### config.mk
export PLATFORM = sky130hd
export DESIGN_NAME = exec_alu
export DESIGN_NICKNAME = d
export VERILOG_FILES = /design/src/rtl/exec_alu_pkg.sv /design/src/rtl/exec_alu_decode.sv /design/src/rtl/exec_alu_addsub.sv /design/src/rtl/exec_alu_shift.sv /design/src/rtl/exec_alu.sv
export SDC_FILE = /design/constraint.sdc
export NUM_CORES = 1
export LEC_CHECK = 0
export BUFFER_PORTS_ARGS = -buffer_cell sky130_fd_sc_hd__buf_2
export CORE_MARGIN = 8
export CORE_UTILIZATION = 40
export DETAILED_ROUTE_END_ITERATION = 16
export PLACE_DENSITY = 0.62
export SLEW_MARGIN = 5
export SYNTH_ARGS = -nofsm -noshare
export SYNTH_HDL_FRONTEND = slang
export SYNTH_HIERARCHICAL = 1
export SYNTH_SLANG_ARGS = --single-unit
### constraint.sdc
create_clock -name vclk -period 4.36
set_clock_uncertainty 0.1 [all_clocks]
set_input_delay 0.218 -clock vclk [all_inputs]
set_output_delay 0.218 -clock vclk [all_outputs]
set_load 0.02 [all_outputs]
### src/rtl/exec_alu_pkg.sv
package exec_alu_pkg;
  localparam logic [5:0] FN_SLL  = 6'h00;
  localparam logic [5:0] FN_SRL  = 6'h02;
  localparam logic [5:0] FN_SRA  = 6'h03;
  localparam logic [5:0] FN_SLLV = 6'h04;
  localparam logic [5:0] FN_SRLV = 6'h06;
  localparam logic [5:0] FN_SRAV = 6'h07;
  localparam logic [5:0] FN_ADD  = 6'h20;
  localparam logic [5:0] FN_ADDU = 6'h21;
  localparam logic [5:0] FN_SUB  = 6'h22;
  localparam logic [5:0] FN_SUBU = 6'h23;
  localparam logic [5:0] FN_AND  = 6'h24;
  localparam logic [5:0] FN_OR   = 6'h25;
  localparam logic [5:0] FN_XOR  = 6'h26;
  localparam logic [5:0] FN_NOR  = 6'h27;
  localparam logic [5:0] FN_SLT  = 6'h2a;
  localparam logic [5:0] FN_SLTU = 6'h2b;

  typedef enum logic [2:0] {
    U_NONE, U_ARITH, U_LOGIC, U_SHIFT, U_CMP
  } unit_e;

  typedef enum logic [1:0] {
    LG_AND, LG_OR, LG_XOR, LG_NOR
  } logic_op_e;

  typedef struct packed {
    unit_e     unit;
    logic      sub;       // arith: subtract
    logic      trap;      // arith: signed overflow traps
    logic_op_e lop;
    logic      sh_right;
    logic      sh_arith;
    logic      sh_var;    // amount from operand a
    logic      cmp_sgn;
  } dec_t;
endpackage

### src/rtl/exec_alu_decode.sv
module exec_alu_decode
  import exec_alu_pkg::*;
#(
  parameter int FUNC_W = 6
) (
  input  logic [FUNC_W-1:0] func_i,
  output dec_t              dec_o
);
  always_comb begin
    dec_o = '{unit: U_NONE, sub: 1'b0, trap: 1'b0, lop: LG_AND,
              sh_right: 1'b0, sh_arith: 1'b0, sh_var: 1'b0, cmp_sgn: 1'b0};
    case (func_i)
      FN_ADD:  begin dec_o.unit = U_ARITH; dec_o.trap = 1'b1; end
      FN_ADDU: dec_o.unit = U_ARITH;
      FN_SUB:  begin dec_o.unit = U_ARITH; dec_o.sub = 1'b1; dec_o.trap = 1'b1; end
      FN_SUBU: begin dec_o.unit = U_ARITH; dec_o.sub = 1'b1; end
      FN_AND:  begin dec_o.unit = U_LOGIC; dec_o.lop = LG_AND; end
      FN_OR:   begin dec_o.unit = U_LOGIC; dec_o.lop = LG_OR;  end
      FN_XOR:  begin dec_o.unit = U_LOGIC; dec_o.lop = LG_XOR; end
      FN_NOR:  begin dec_o.unit = U_LOGIC; dec_o.lop = LG_NOR; end
      FN_SLL, FN_SRL, FN_SRA, FN_SLLV, FN_SRLV, FN_SRAV: begin
        dec_o.unit     = U_SHIFT;
        dec_o.sh_var   = func_i[2];
        dec_o.sh_right = func_i[1];
        dec_o.sh_arith = func_i[0];
      end
      FN_SLT:  begin dec_o.unit = U_CMP; dec_o.cmp_sgn = 1'b1; end
      FN_SLTU: dec_o.unit = U_CMP;
      default: ;
    endcase
  end
endmodule

### src/rtl/exec_alu_addsub.sv
module exec_alu_addsub #(
  parameter int DATA_W = 32
) (
  input  logic [DATA_W-1:0] a_i,
  input  logic [DATA_W-1:0] b_i,
  input  logic              sub_i,
  output logic [DATA_W-1:0] sum_o,
  output logic              sovf_o
);
  localparam int MSB = DATA_W - 1;
  logic [DATA_W-1:0] b_eff;

  assign b_eff = sub_i ? ~b_i : b_i;
  assign sum_o = a_i + b_eff + {{(DATA_W-1){1'b0}}, sub_i};

  // add: equal operand signs, result sign flipped
  // sub: differing operand signs, result sign differs from a
  always_comb begin
    if (sub_i) sovf_o = (a_i[MSB] != b_i[MSB]) && (sum_o[MSB] != a_i[MSB]);
    else       sovf_o = (a_i[MSB] == b_i[MSB]) && (sum_o[MSB] != a_i[MSB]);
  end
endmodule

### src/rtl/exec_alu_shift.sv
module exec_alu_shift #(
  parameter int DATA_W  = 32,
  parameter int SHAMT_W = $clog2(DATA_W)
) (
  input  logic [DATA_W-1:0]  val_i,
  input  logic [SHAMT_W-1:0] amt_i,
  input  logic               right_i,
  input  logic               arith_i,
  output logic [DATA_W-1:0]  res_o
);
  logic [DATA_W-1:0] val_rev, out_rev;
  logic [DATA_W-1:0] stg [0:SHAMT_W];
  logic              fill;

  // left shift = right shift of bit-reversed word
  for (genvar i = 0; i < DATA_W; i++) begin : g_rev
    assign val_rev[i] = val_i[DATA_W-1-i];
    assign out_rev[i] = stg[SHAMT_W][DATA_W-1-i];
  end

  assign fill   = right_i & arith_i & val_i[DATA_W-1];
  assign stg[0] = right_i ? val_i : val_rev;

  for (genvar s = 0; s < SHAMT_W; s++) begin : g_stage
    localparam int D = 1 << s;
    assign stg[s+1] = amt_i[s] ? {{D{fill}}, stg[s][DATA_W-1:D]} : stg[s];
  end

  assign res_o = right_i ? stg[SHAMT_W] : out_rev;
endmodule

### src/rtl/exec_alu.sv
module exec_alu
  import exec_alu_pkg::*;
#(
  parameter int DATA_W  = 32,
  parameter int SHAMT_W = $clog2(DATA_W),
  parameter int FUNC_W  = 6
) (
  input  logic [DATA_W-1:0]  a_i,
  input  logic [DATA_W-1:0]  b_i,
  input  logic [SHAMT_W-1:0] shamt_i,
  input  logic [FUNC_W-1:0]  func_i,
  output logic [DATA_W-1:0]  result_o,
  output logic               wr_en_o,
  output logic               ovf_o
);
  dec_t              dec;
  logic [DATA_W-1:0] sum, sh_res, lg_res;
  logic              sovf, lt;
  logic [SHAMT_W-1:0] amt;

  exec_alu_decode #(.FUNC_W(FUNC_W)) u_dec (.func_i(func_i), .dec_o(dec));

  exec_alu_addsub #(.DATA_W(DATA_W)) u_add (
    .a_i(a_i), .b_i(b_i), .sub_i(dec.sub), .sum_o(sum), .sovf_o(sovf)
  );

  assign amt = dec.sh_var ? a_i[SHAMT_W-1:0] : shamt_i;

  exec_alu_shift #(.DATA_W(DATA_W), .SHAMT_W(SHAMT_W)) u_sh (
    .val_i(b_i), .amt_i(amt), .right_i(dec.sh_right),
    .arith_i(dec.sh_arith), .res_o(sh_res)
  );

  always_comb begin
    case (dec.lop)
      LG_AND:  lg_res = a_i & b_i;
      LG_OR:   lg_res = a_i | b_i;
      LG_XOR:  lg_res = a_i ^ b_i;
      default: lg_res = ~(a_i | b_i);
    endcase
  end

  assign lt = dec.cmp_sgn ? ($signed(a_i) < $signed(b_i)) : (a_i < b_i);

  always_comb begin
    result_o = '0;
    wr_en_o  = 1'b1;
    ovf_o    = 1'b0;
    case (dec.unit)
      U_ARITH: begin
        result_o = sum;
        ovf_o    = dec.trap & sovf;
        wr_en_o  = ~(dec.trap & sovf);
      end
      U_LOGIC: result_o = lg_res;
      U_SHIFT: result_o = sh_res;
      U_CMP:   result_o = {{(DATA_W-1){1'b0}}, lt};
      default: wr_en_o  = 1'b0;
    endcase
  end
endmodule

==> results of run 1 <==
## cell usage after synthesis, types with 5 or more instances
cell type                   count
sky130_fd_sc_hd__clkbuf_8       5
sky130_fd_sc_hd__a22oi_1       41
sky130_fd_sc_hd__mux2_1         5
sky130_fd_sc_hd__buf_12         5
sky130_fd_sc_hd__a21oi_1       67
sky130_fd_sc_hd__o21bai_1       7
sky130_fd_sc_hd__buf_1         14
sky130_fd_sc_hd__a21o_1        13
sky130_fd_sc_hd__mux2_2        52
sky130_fd_sc_hd__and3_1         9
sky130_fd_sc_hd__nand2b_1       9
sky130_fd_sc_hd__nor3_1        18
sky130_fd_sc_hd__buf_6          6
sky130_fd_sc_hd__nand3_1       25
sky130_fd_sc_hd__mux2i_1       63
sky130_fd_sc_hd__o22ai_1       12
sky130_fd_sc_hd__a21oi_2        5
sky130_fd_sc_hd__clkbuf_1      44
sky130_fd_sc_hd__nand2_1      127
sky130_fd_sc_hd__a32oi_1        5
sky130_fd_sc_hd__o2bb2ai_1      5
sky130_fd_sc_hd__xnor2_1       20
sky130_fd_sc_hd__a31oi_1        9
sky130_fd_sc_hd__o21a_1        15
sky130_fd_sc_hd__a211oi_1      13
sky130_fd_sc_hd__o211ai_1      14
sky130_fd_sc_hd__buf_2         15
sky130_fd_sc_hd__ha_1         126
sky130_fd_sc_hd__o31ai_1        5
sky130_fd_sc_hd__mux4_2        29
sky130_fd_sc_hd__o21ai_1       18
sky130_fd_sc_hd__nand4_1       13
sky130_fd_sc_hd__and2_1        12
sky130_fd_sc_hd__nor2b_1       23
sky130_fd_sc_hd__inv_1        113
sky130_fd_sc_hd__nor4_1        11
sky130_fd_sc_hd__xor2_1        41
sky130_fd_sc_hd__nor2_1        80
sky130_fd_sc_hd__o21ai_0      115
## where the power goes
| part | internal, W | switching (W) | leakage (nW) |
|---|---|---|---|
| sequential | 0 | 0 | 0 |
| clock | 0 | 0 | 0 |
| combinational | 0.000692 | 0.000912 | 5.41 |
## what timing repair did
action,in CTS,in global routing
hold endpoints to repair,0,0
resized for setup,0,42
buffers inserted,0,5
endpoints found under the setup margin,0,24
## per-layer routing
metal / share of wire / up-vias / GRT usage / routed length [µm]
met1: 0.41 / 5217 / 0.326 / 16800
li1: - / 5192 / - / -
met5: 0.00059 / - / 0 / 24
met2: 0.46 / 542 / 0.442 / 18700
met3: 0.081 / 104 / 0.0452 / 3300
met4: 0.050 / 4 / 0.123 / 2060
## worst max-delay path: stages
cell and delay, ps:
sky130_fd_sc_hd__buf_2 100, sky130_fd_sc_hd__nand2b_4 140, sky130_fd_sc_hd__a2111oi_2 320, sky130_fd_sc_hd__buf_4 200, sky130_fd_sc_hd__mux2_4 380, sky130_fd_sc_hd__buf_12 180, sky130_fd_sc_hd__buf_4 140, sky130_fd_sc_hd__mux4_2 500
sky130_fd_sc_hd__mux2i_1 280, sky130_fd_sc_hd__mux2_2 270, sky130_fd_sc_hd__o22ai_2 90, sky130_fd_sc_hd__nor3_2 290, sky130_fd_sc_hd__a21oi_2 130, sky130_fd_sc_hd__buf_4 170, sky130_fd_sc_hd__mux2_2 250, sky130_fd_sc_hd__nand2_1 60
sky130_fd_sc_hd__a21oi_1 90, sky130_fd_sc_hd__buf_2 190
## final cells by class
cell class,count,area [µm²],share of cell area
multi-input cells,1115,8950,0.770
well taps,324,405,0.0349
inverters,115,432,0.0371
repair buffers,270,1830,0.158
## stage by stage
step                      total power, W  worst slack, ps  hold slack (ps)
final                            0.00160             33.8              990
after global placement           0.00153             36.2              976
after global routing             0.00172            -54.6             1030
after CTS                        0.00154             11.5              989
after floorplan                 0.000971              461              530
after detailed placement         0.00153             19.5              988
## worst paths after layout
path	depth (start not counted)	end	slack [ps]	startpoint
max	18	result_o[3]	30	func_i[3]
min	6	ovf_o	990	a_i[31]
## cells by family after synthesis
| kind of cell | after synthesis | share of synthesized area |
|---|---|---|
| xor+xnor | 61 | 0.0548 |
| compound gates | 409 | 0.285 |
| mux | 156 | 0.211 |
| simple gates | 362 | 0.181 |
| buf+inv | 210 | 0.104 |
| fa+ha+maj | 127 | 0.164 |
==> results.sh, run 1 <==
export IMPL_grt_first_pass_wirelength_um=60900
export IMPL_design_area_um2=11600
export IMPL_initial_core_util=0.404
export IMPL_syn_num_nets=1527
export IMPL_area_growth_syn_to_layout_pct=19.2
export IMPL_gp_routability_congestion=1.03
export IMPL_antenna_violating_nets_post_route=0
export IMPL_rsz0062_at_grt="true"
export IMPL_vias=11059
export IMPL_avgSynthCellArea_um2=7.36
export IMPL_drt_drc_violations_left=0
export IMPL_grt_antenna_before_repair=2
export IMPL_timing_final_crit_period_ps=4330
export IMPL_place_area_um2=11400
export IMPL_finalNonFillerCells=1824
export IMPL_rows=57
export IMPL_num_nets_final=1704
export IMPL_layout_cells_most_common_list="sky130_fd_sc_hd__buf_4, sky130_fd_sc_hd__nand2_1, sky130_fd_sc_hd__ha_1"
export IMPL_max_clock_freq_ghz=0.231
export IMPL_placeableCoreArea_um2=24100
export IMPL_final_layout_clock_buffer_total=0
export IMPL_timing_final_setup_violations=0
export IMPL_worst_endpoint_arrival_ps=4010
export IMPL_worst_slew_margin_rel=0.454
export IMPL_worstPathMaxFanout=14
export IMPL_synthTopCellsByArea="sky130_fd_sc_hd__ha_1, sky130_fd_sc_hd__mux4_2, sky130_fd_sc_hd__mux2i_1"
export IMPL_initial_drt_pass_iterations=5
export IMPL_ioPinCount=109
export IMPL_fp_dieW_um=172
export IMPL_post_route_cells_drive_above_1_share=0.285
export IMPL_worstPathRequired_ps=4040
export IMPL_ctsHoldBuffers=0
export IMPL_via_count_of_the_first_global_routing_pass=10601
export IMPL_synth_cell_area_um2=9750
export IMPL_num_fill_cells=2506
export IMPL_grt_start_max_net_pins=79
export IMPL_utilization=0.482
export IMPL_total_global_route_track_usage=0.264
export IMPL_synth_sequential_area_ratio=0
export IMPL_max_cap_violations=0
export IMPL_post_synth_inst_count=1325
export IMPL_die_area_um2=29600
export IMPL_synth_top_area_cell="sky130_fd_sc_hd__ha_1"
export IMPL_die_y_um=172
export IMPL_ir_drop_mv=0.0571
export IMPL_seqCellArea_um2=0
export IMPL_synth_lib_cells_used_distinct=102
export IMPL_power_leakage_nw=5.41
export IMPL_critical_path_startpoint_type="input pin"
export IMPL_final_max_slew_viol_count=0
export IMPL_worst_slew_pin_slew_ps=812
export IMPL_number_of_failing_hold_endpoints_at_the_final_stage=0
export IMPL_share_of_the_cycle_needed_by_the_critical_path_after_routing=0.992
export IMPL_initialDrtViolationCount=999
export IMPL_flops_and_latches=0
export IMPL_finalSetupTns_ps=0
export IMPL_io_buffer_count=109
export IMPL_dp_cells=1818
export IMPL_critical_path_endpoint_type="primary output"
export IMPL_routed_wire_length_per_instance_um=22.4
export IMPL_layout_cells_most_common="sky130_fd_sc_hd__buf_4"
export IMPL_antenna_cells=0
export IMPL_totalWireLength_um=40900
export IMPL_dp_hpwl_um=32700
export IMPL_ys_warn_count=6
export IMPL_run_status="finished clean"
export IMPL_holdCritPathClass="input pin to primary output"
export IMPL_power_per_cell_area_nw_per_um2=138
export IMPL_yosysTopAreaCellShare=0.162
export IMPL_via_per_inst=6.06
export IMPL_timing_setup_critical_path_class="input pin to primary output"
export IMPL_grt_overflow=0
No activity file was read; power rests on OpenSTA's default activity.
==> inputs of run 2 (changes only) <==
--- a/config.mk
+++ b/config.mk
@@ -9,6 +9,7 @@
 export CORE_MARGIN = 8
 export CORE_UTILIZATION = 40
 export DETAILED_ROUTE_END_ITERATION = 16
+export GPL_TIMING_DRIVEN = 0
 export PLACE_DENSITY = 0.62
 export SLEW_MARGIN = 5
 export SYNTH_ARGS = -nofsm -noshare
==> results.sh, run 2 (synthesis results as in run 1) <==
export IMPL_fin_worst_setup_slack_ps=-53.0
export IMPL_power_per_cell_area_nw_per_um2=144
export IMPL_power_share_sequential=0
export IMPL_worst_endpoint_arrival_ps=4100
export IMPL_ioPinCount=109
export IMPL_dp_cells=1758
export IMPL_number_of_failing_hold_endpoints_at_the_final_stage=0
export IMPL_via_per_inst=6.48
export IMPL_placeableCoreArea_um2=24100
export IMPL_vias=11527
export IMPL_grt_start_max_net_pins=13
export IMPL_total_global_route_track_usage=0.295
export IMPL_antenna_cells=0
export IMPL_place_area_um2=10700
export IMPL_initialDrtViolationCount=1405
export IMPL_holdCritPathClass="input pin to primary output"
export IMPL_p_sw_frac=0.601
export IMPL_setup_worst_path_start="func_i[3]"
export IMPL_ir_drop_mv=0.0658
export IMPL_finalSetupTns_ps=-53.0
export IMPL_antenna_violating_nets_post_route=0
export IMPL_critical_path_top_delay_family="multiplexers"
export IMPL_global_route_usage_met3=0.0658
export IMPL_critical_path_buf_inv_count=5
export IMPL_initial_core_util=0.404
export IMPL_area_growth_syn_to_layout_pct=18.7
export IMPL_layout_cells_most_common_list="sky130_fd_sc_hd__ha_1, sky130_fd_sc_hd__nand2_1, sky130_fd_sc_hd__buf_2"
export IMPL_fp_dieW_um=172
export IMPL_critical_path_startpoint_type="input pin"
export IMPL_grt_overflow=0
export IMPL_timing_final_crit_period_ps=4410
export IMPL_num_nets_final=1658
export IMPL_run_status="finished, violations left"
export IMPL_crit_path_top_delay_cell="sky130_fd_sc_hd__mux4_2"
export IMPL_via_count_of_the_first_global_routing_pass=10695
export IMPL_max_clock_freq_ghz=0.227
export IMPL_layout_cells_most_common="sky130_fd_sc_hd__ha_1"
export IMPL_share_of_the_cycle_needed_by_the_critical_path_after_routing=1.01
export IMPL_worst_slew_margin_rel=0.381
export IMPL_total_switching_power_w=0.000999
export IMPL_gp_routability_congestion=1.04
export IMPL_violations="setup timing"
export IMPL_initial_drt_pass_iterations=6
export IMPL_post_route_cells_drive_above_1_share=0.260
export IMPL_design_area_um2=11600
export IMPL_holdWs_ps=888
export IMPL_grt_first_pass_wirelength_um=66600
export IMPL_internal_power_w=0.000663
export IMPL_routed_wire_length_per_instance_um=26.0
export IMPL_met1_usage=0.393
export IMPL_io_buffer_count=109
export IMPL_worstPathMaxFanout=6
export IMPL_worst_slew_pin_slew_ps=929
export IMPL_worstPathRequired_ps=4040
export IMPL_crit_path_frequent_cell="sky130_fd_sc_hd__buf_12"
export IMPL_max_stage_delay_ps=600
export IMPL_gr_usage_met2=0.459
export IMPL_utilization=0.480
export IMPL_rows=57
export IMPL_clkPwrFrac=0
export IMPL_timing_final_setup_violations=1
export IMPL_final_layout_clock_buffer_total=0
export IMPL_finalNonFillerCells=1778
export IMPL_critical_path_cell_chain="buf_12, nand2b_4, a2111oi_4, buf_6, mux2_4, buf_12, buf_12, mux2i_2, mux4_2, mux2_4, o22a_1, a21oi_1, mux2_2, a22oi_1, nor2_1, buf_2"
export IMPL_combPwrFrac=1.000
export IMPL_critical_path_endpoint_type="primary output"
export IMPL_drt_drc_violations_left=0
export IMPL_worstHoldStart="func_i[3]"
export IMPL_rsz0062_at_grt="true"
export IMPL_power_leakage_nw=5.15
export IMPL_die_y_um=172
export IMPL_grt_antenna_before_repair=1
export IMPL_final_max_slew_viol_count=0
export IMPL_grt_most_used_layer="met2"
export IMPL_max_cap_violations=0
export IMPL_seqCellArea_um2=0
export IMPL_timing_setup_critical_path_class="input pin to primary output"
export IMPL_totalWireLength_um=46200
export IMPL_flops_and_latches=0
export IMPL_die_area_um2=29600
export IMPL_dp_hpwl_um=35900
[run 2: cell count changes in the layout (fill, tap and decap cells not counted), sizes merged]
cell / delta
dlygate4sd1: +1
clkbuf: +50
buf: -97
[run 2: power groups by stage]
stage               sequential, W  clock (W)  combinational [W]
floorplan                       0          0           0.000971
global placement                0          0            0.00144
detailed placement              0          0            0.00144
CTS                             0          0            0.00148
global route                    0          0            0.00175
finish                          0          0            0.00166
[run 2: cell type report]
cell class                      count  area, µm²
Buffer                             92        627
Fill cell                        2499      12500
Inverter                          115        434
Multi-Input combinational cell   1115       9280
Tap cell                          324        405
Timing Repair Buffer              132        817
[run 2: worst paths after layout]
kind | to | slack, ps | depth (start not counted)
worst max-delay path | result_o[12] | -50 | 16
worst min-delay path | ovf_o | 890 | 5
[run 2: through the flow]
| stage | total power (W) | setup WS, ps |
|---|---|---|
| 2_1_floorplan | 0.000971 | 461 |
| 3_3_place_gp | 0.00144 | -1260 |
| 3_5_place_dp | 0.00144 | -1250 |
| 4_1_cts | 0.00148 | -19.1 |
| 5_1_grt | 0.00175 | -100 |
| 6_report | 0.00166 | -53.0 |
[run 2: per-layer routing]
layer  vias up  part of all wire
li1       5102                 -
met1      5440              0.41
met2       806              0.43
met3       177              0.11
met4         2             0.049
met5         -           0.00026
[run 2: repair_timing]
| item | 4_1_cts | 5_1_grt |
|---|---|---|
| pin swaps | 7 | 32 |
| hold buffers | 0 | 0 |
| gates resized for setup | 45 | 116 |
| setup endpoints to repair | 34 | 32 |
| cloned | 0 | 3 |
| setup buffers | 4 | 16 |
